File: config.mk
export PLATFORM = sky130hd
export DESIGN_NAME = clkreg_unlock_guard
export DESIGN_NICKNAME = d
export VERILOG_FILES = /design/src/rtl/clkreg_unlock_pkg.sv /design/src/rtl/clkreg_lane_guard.sv /design/src/rtl/clkreg_unlock_guard.sv
export SDC_FILE = /design/constraint.sdc
export NUM_CORES = 1
export LEC_CHECK = 0
export BUFFER_PORTS_ARGS = -buffer_cell sky130_fd_sc_hd__buf_2
export CAP_MARGIN = 40
export CORE_MARGIN = 1
export CORE_UTILIZATION = 30
export CTS_BUF_LIST = sky130_fd_sc_hd__clkbuf_8
export DETAILED_ROUTE_END_ITERATION = 8
export PLACE_DENSITY_LB_ADDON = 0.05
export SLEW_MARGIN = 20
export SYNTH_ARGS = -nofsm -noshare
export SYNTH_HDL_FRONTEND = slang
export SYNTH_HIERARCHICAL = 1
export SYNTH_SLANG_ARGS = --single-unit
File: constraint.sdc
create_clock -name clk -period 2.6 [get_ports clk]
set_clock_uncertainty 0.1 [all_clocks]
set_input_delay 0.26 -clock clk [delete_from_list [all_inputs] [get_ports clk]]
set_output_delay 0.26 -clock clk [all_outputs]
set_load 0.1 [all_outputs]
File: src/rtl/clkreg_unlock_pkg.sv
package clkreg_unlock_pkg;
    typedef enum logic [1:0] {
        LK_IDLE = 2'd0,
        LK_HALF = 2'd1,
        LK_OPEN = 2'd2
    } lk_state_e;
endpackage

File: src/rtl/clkreg_lane_guard.sv
module clkreg_lane_guard
    import clkreg_unlock_pkg::*;
#(
    parameter logic [7:0] KEY_A   = 8'h46,
    parameter logic [7:0] KEY_B   = 8'h57,
    parameter logic [7:0] RST_VAL = 8'h05
) (
    input  logic       clk,
    input  logic       rst_n,
    input  logic       instr_stb,
    input  logic       lane_hit,
    input  logic [7:0] lane_byte,
    output logic [7:0] byte_q
);
    lk_state_e state_q, state_d;
    logic      take_write;

    // state register
    always_ff @(posedge clk) begin
        if (!rst_n) state_q <= LK_IDLE;
        else        state_q <= state_d;
    end

    // transitions: arm, unlock, abort, close, stay
    always_comb begin
        state_d = state_q;
        if (instr_stb) begin
            unique case (state_q)
                LK_IDLE: state_d = (lane_hit && lane_byte == KEY_A) ? LK_HALF : LK_IDLE;
                LK_HALF: state_d = (lane_hit && lane_byte == KEY_B) ? LK_OPEN : LK_IDLE;
                LK_OPEN: state_d = LK_IDLE;
                default: state_d = LK_IDLE;
            endcase
        end
    end

    // output: protected byte
    always_comb take_write = instr_stb && lane_hit && (state_q == LK_OPEN);

    always_ff @(posedge clk) begin
        if (!rst_n)          byte_q <= RST_VAL;
        else if (take_write) byte_q <= lane_byte;
    end

    // locked lane never changes
    p_locked_hold_r4: assert property (@(posedge clk) disable iff (!rst_n)
        (state_q != LK_OPEN) |=> $stable(byte_q));

    // window lasts one instruction
    p_window_one_instr_r5: assert property (@(posedge clk) disable iff (!rst_n)
        (state_q == LK_OPEN && instr_stb) |=> (state_q == LK_IDLE));

    // no strobe, no movement
    p_no_stb_stay_r7: assert property (@(posedge clk) disable iff (!rst_n)
        !instr_stb |=> $stable(state_q) && $stable(byte_q));

    // open window write lands
    p_open_write_r2: assert property (@(posedge clk) disable iff (!rst_n)
        (state_q == LK_OPEN && instr_stb && lane_hit) |=> (byte_q == $past(lane_byte)));

    // open only straight from the half state
    p_open_from_half_r6: assert property (@(posedge clk) disable iff (!rst_n)
        $rose(state_q == LK_OPEN) |-> ($past(state_q) == LK_HALF));
endmodule

File: src/rtl/clkreg_unlock_guard.sv
module clkreg_unlock_guard #(
    parameter int                ADDR_W   = 12,
    parameter int                REG_W    = 16,
    parameter logic [ADDR_W-1:0] REG_ADDR = 12'h1A0,
    parameter logic [REG_W-1:0]  RST_VAL  = 16'h0A05,
    parameter logic [REG_W-1:0]  KEY_1ST  = 16'h7846,
    parameter logic [REG_W-1:0]  KEY_2ND  = 16'h9A57
) (
    input  logic                 clk,
    input  logic                 rst_n,
    input  logic                 instr_stb,
    input  logic                 bus_we,
    input  logic [ADDR_W-1:0]    bus_addr,
    input  logic [REG_W/8-1:0]   bus_be,
    input  logic [REG_W-1:0]     bus_wdata,
    output logic [REG_W-1:0]     ctl_q
);
    localparam int LANES = REG_W / 8;

    logic addr_hit;
    always_comb addr_hit = bus_we && (bus_addr == REG_ADDR);

    for (genvar g = 0; g < LANES; g++) begin : g_lane
        logic lane_hit;
        always_comb lane_hit = addr_hit && bus_be[g];

        clkreg_lane_guard #(
            .KEY_A  (KEY_1ST[g*8 +: 8]),
            .KEY_B  (KEY_2ND[g*8 +: 8]),
            .RST_VAL(RST_VAL[g*8 +: 8])
        ) u_lane (
            .clk      (clk),
            .rst_n    (rst_n),
            .instr_stb(instr_stb),
            .lane_hit (lane_hit),
            .lane_byte(bus_wdata[g*8 +: 8]),
            .byte_q   (ctl_q[g*8 +: 8])
        );
    end

    // reset value one edge after reset
    p_reset_value_r1: assert property (@(posedge clk)
        !rst_n |=> (ctl_q == RST_VAL));

    // foreign address writes never touch the register
    p_foreign_addr_r4: assert property (@(posedge clk) disable iff (!rst_n)
        (instr_stb && bus_we && bus_addr != REG_ADDR) |=> $stable(ctl_q));
endmodule

==> run summary <==
Post-synthesis sequential element count - 20
Core area - 2830 um2
Number of standard cells in the final layout excluding fillers - 182
Die Height - 57.2 um
Number of antenna violations at the first check in global routing - 0
Final-report max-slew violation count - 0
Reg-to-reg critical path endpoint - g_lane[1].u_lane/state_q[0]$_SDFFE_PN0P_
Iteration-0 DRC Markers - 26
Post_cts resized - 0
Worst setup SP type - input port
Maximum VDD drop - 458 uV
Pin count of the biggest net entering global routing - 23
Failing checks - DRC
Synthesized instance count - 102
Post-DR vias/cell - 4.80
Sequential share of the synthesized area - 43.8%
Count of H-tree levels built during CTS - 1
Clock transition at the register clock pins on the worst setup and hold paths after CTS - 0.07 ns
Count of yosys warnings during synthesis - 6
Total nets after synthesis - 136
Total of hold buffers inserted after clock tree synthesis - 0
Data arrival, critical path - 2.13 ns
Post-route DRC violation count - 4
Register-to-Register Setup Slack - 1.35 ns
Transition at the pin with the smallest max-transition slack - 0.481 ns
Ratio of cells with drive above 1 in the final layout - 39.7%
Later-pin clock latency in the skew report - 0.25 ns
Port-buffer cells - 49
Area of all placed cells without fillers - 1230 um2
Detailed-route wire length per cell - 11.6 um
Period Utilization, post-route - 78.1%
Commonest non-fill, non-tap cell in the layout - sky130_fd_sc_hd__buf_2
Overflow left after global routing - 0
Placed Instance Area - 1180 um2
Via count of the first global-routing pass - 876
Run status - finished, violations left
Capturing element type of the critical path - flop
Sum Neg Setup Slack - 0 ns
Max_cap viols - 0
Synth Area per Inst - 8.97 um2
Maximum root-to-sink buffer count - 2
Antenna diode instance count - 0
Top achievable clock speed - 492 MHz
Number of distinct library cells after synthesis - 25
Number of setup buffers added after CTS - 0
I/O Pins - 50
Final net count - 186
Lkg Pwr - 0.524 nW
Relative slew slack - 67.7%
Placer congestion estimate - 0.753
Total via count after detailed routing - 873
Buffer type at the clock tree root - sky130_fd_sc_hd__clkbuf_8
First-pass GRT wire length - 3.73 mm
Post-DP HPWL - 1.62 mm
RSZ-0062 raised after global routing - false
Depth of the worst register-to-register path - 3
Post-synth design cell area - 915 um2
Placed cell count - 178
TritonCTS clock tree - yes
Overall fraction of global-route tracks in use - 14.5%
Worst Path Class, Setup - in2reg
Horizontal die dimension - 57.2 um
Worst hold path type - in2reg
Initial Util - 32.3%
Final period demand of the worst path - 2.03 ns
Final-report setup violation count - 0
Number of buffers inserted during clock tree synthesis - 3
Launch point of the worst reg-to-reg path - g_lane[1].u_lane/state_q[1]$_SDFFE_PN0P_
Routed Wire Length - 2.11 mm
Launch instance of the worst min-delay path - bus_wdata[9]
Total clock sinks - 20
Number of nets with antenna violations after detailed routing - 0
Power density relative to cell area - 477 nW/um2
Most frequent cells in the layout - 49 x sky130_fd_sc_hd__buf_2, 34 x sky130_fd_sc_hd__nand2_1, 20 x sky130_fd_sc_hd__dfxtp_1, 9 x sky130_fd_sc_hd__a21boi_1
End of the worst hold path - g_lane[1].u_lane/state_q[0]$_SDFFE_PN0P_
Worst hold stages - 2
First-pass iteration count of the detailed router - 6
Worst EP required - 2.69 ns
Worst-path fanout max - 3
Die area - 3270 um2
Synth-to-layout area growth - 34.7%
Number of standard-cell rows in the floorplan - 19
Fin. Hold Viols - 0
## registers in the layout (all words and copies together) (netlist names)
register               cells
g_lane.u_lane/byte_q      16
g_lane.u_lane/state_q      4
## worst max path at each step
| stage | cells after the start | to | startpoint | slack, ns |
|---|---|---|---|---|
| after floorplan | 5 | g_lane[0].u_lane/state_q[0]$_SDFFE_PN0P_ | bus_addr[1] | 0.59 |
| after global placement | 6 | g_lane[0].u_lane/byte_q[0]$_SDFFE_PN1P_ | bus_addr[1] | 0.34 |
| after detailed placement | 6 | g_lane[0].u_lane/byte_q[2]$_SDFFE_PN1P_ | bus_addr[1] | 0.30 |
| after CTS | 6 | g_lane[0].u_lane/state_q[0]$_SDFFE_PN0P_ | bus_addr[1] | 0.57 |
| after global routing | 6 | g_lane[1].u_lane/byte_q[1]$_SDFFE_PN1P_ | bus_addr[1] | 0.41 |
| final | 6 | g_lane[0].u_lane/state_q[0]$_SDFFE_PN0P_ | bus_addr[1] | 0.57 |
## per-layer routing
layer | share of wire, % | track usage, % | wire, um
met5 | 0 | 0 | 0
met4 | 0.71 | 3.14 | 15
met3 | 6.5 | 4.76 | 137
met2 | 48 | 26.2 | 1000
met1 | 45 | 16.6 | 950
## power breakdown
part           total (mW)  switching [mW]  internal [mW]
logic              0.0452          0.0194         0.0258
registers           0.306   0.00000000673          0.306
clock network       0.236           0.102          0.135
total               0.587           0.121          0.466
## Yosys cell counts, drive strengths merged
master / number / area [um2]
or4b: 2 / 20.0
dfxtp: 20 / 400
nor2b: 1 / 6.26
clkbuf: 1 / 3.75
o31ai: 1 / 12.5
nand4: 2 / 12.5
nor4b: 1 / 15.0
nor3b: 1 / 7.51
and4b: 2 / 20.0
a21boi: 12 / 101
nand3b: 2 / 15.0
nand2b: 1 / 6.26
nand4b: 5 / 43.8
nand2: 34 / 128
nor4: 2 / 12.5
o41ai: 1 / 16.3
buf: 3 / 17.5
or3: 1 / 11.3
nand3: 5 / 25.0
or4bb: 2 / 22.5
o21ai: 2 / 10.0
or4: 1 / 7.51
## cell families after synthesis
logic type	after synthesis	synth area share (%)
buf+inv	4	2.33
compound gates	16	15.3
simple gates	62	38.6
flops	20	43.8
## cell type report
| class | count | area (um2) |
|---|---|---|
| clock buffers | 4 | 55.1 |
| fillers | 319 | 1600 |
| multi-input cells | 78 | 493 |
| well taps | 31 | 38.8 |
| repair buffers | 49 | 245 |
| flip-flops and latches | 20 | 400 |
## worst max-delay path, stage by stage
cell	delay (ns)
sky130_fd_sc_hd__buf_2	0.09
sky130_fd_sc_hd__or4b_1	0.53
sky130_fd_sc_hd__nor4_1	0.47
sky130_fd_sc_hd__nand4b_1	0.21
sky130_fd_sc_hd__or4_1	0.43
sky130_fd_sc_hd__o21ai_1	0.12
## through the flow
step	util, %	power [mW]	hold WS [ns]	worst slack (ns)
floorplan	-	0.327	0.259	0.595
CTS	43.6	0.598	0.124	0.572
detailed placement	41.6	0.359	0.343	0.299
finish	43.6	0.587	0.130	0.568
global placement	41.6	0.358	0.339	0.339
global route	43.6	0.614	0.142	0.410
No activity file was read; power rests on OpenSTA's default activity.
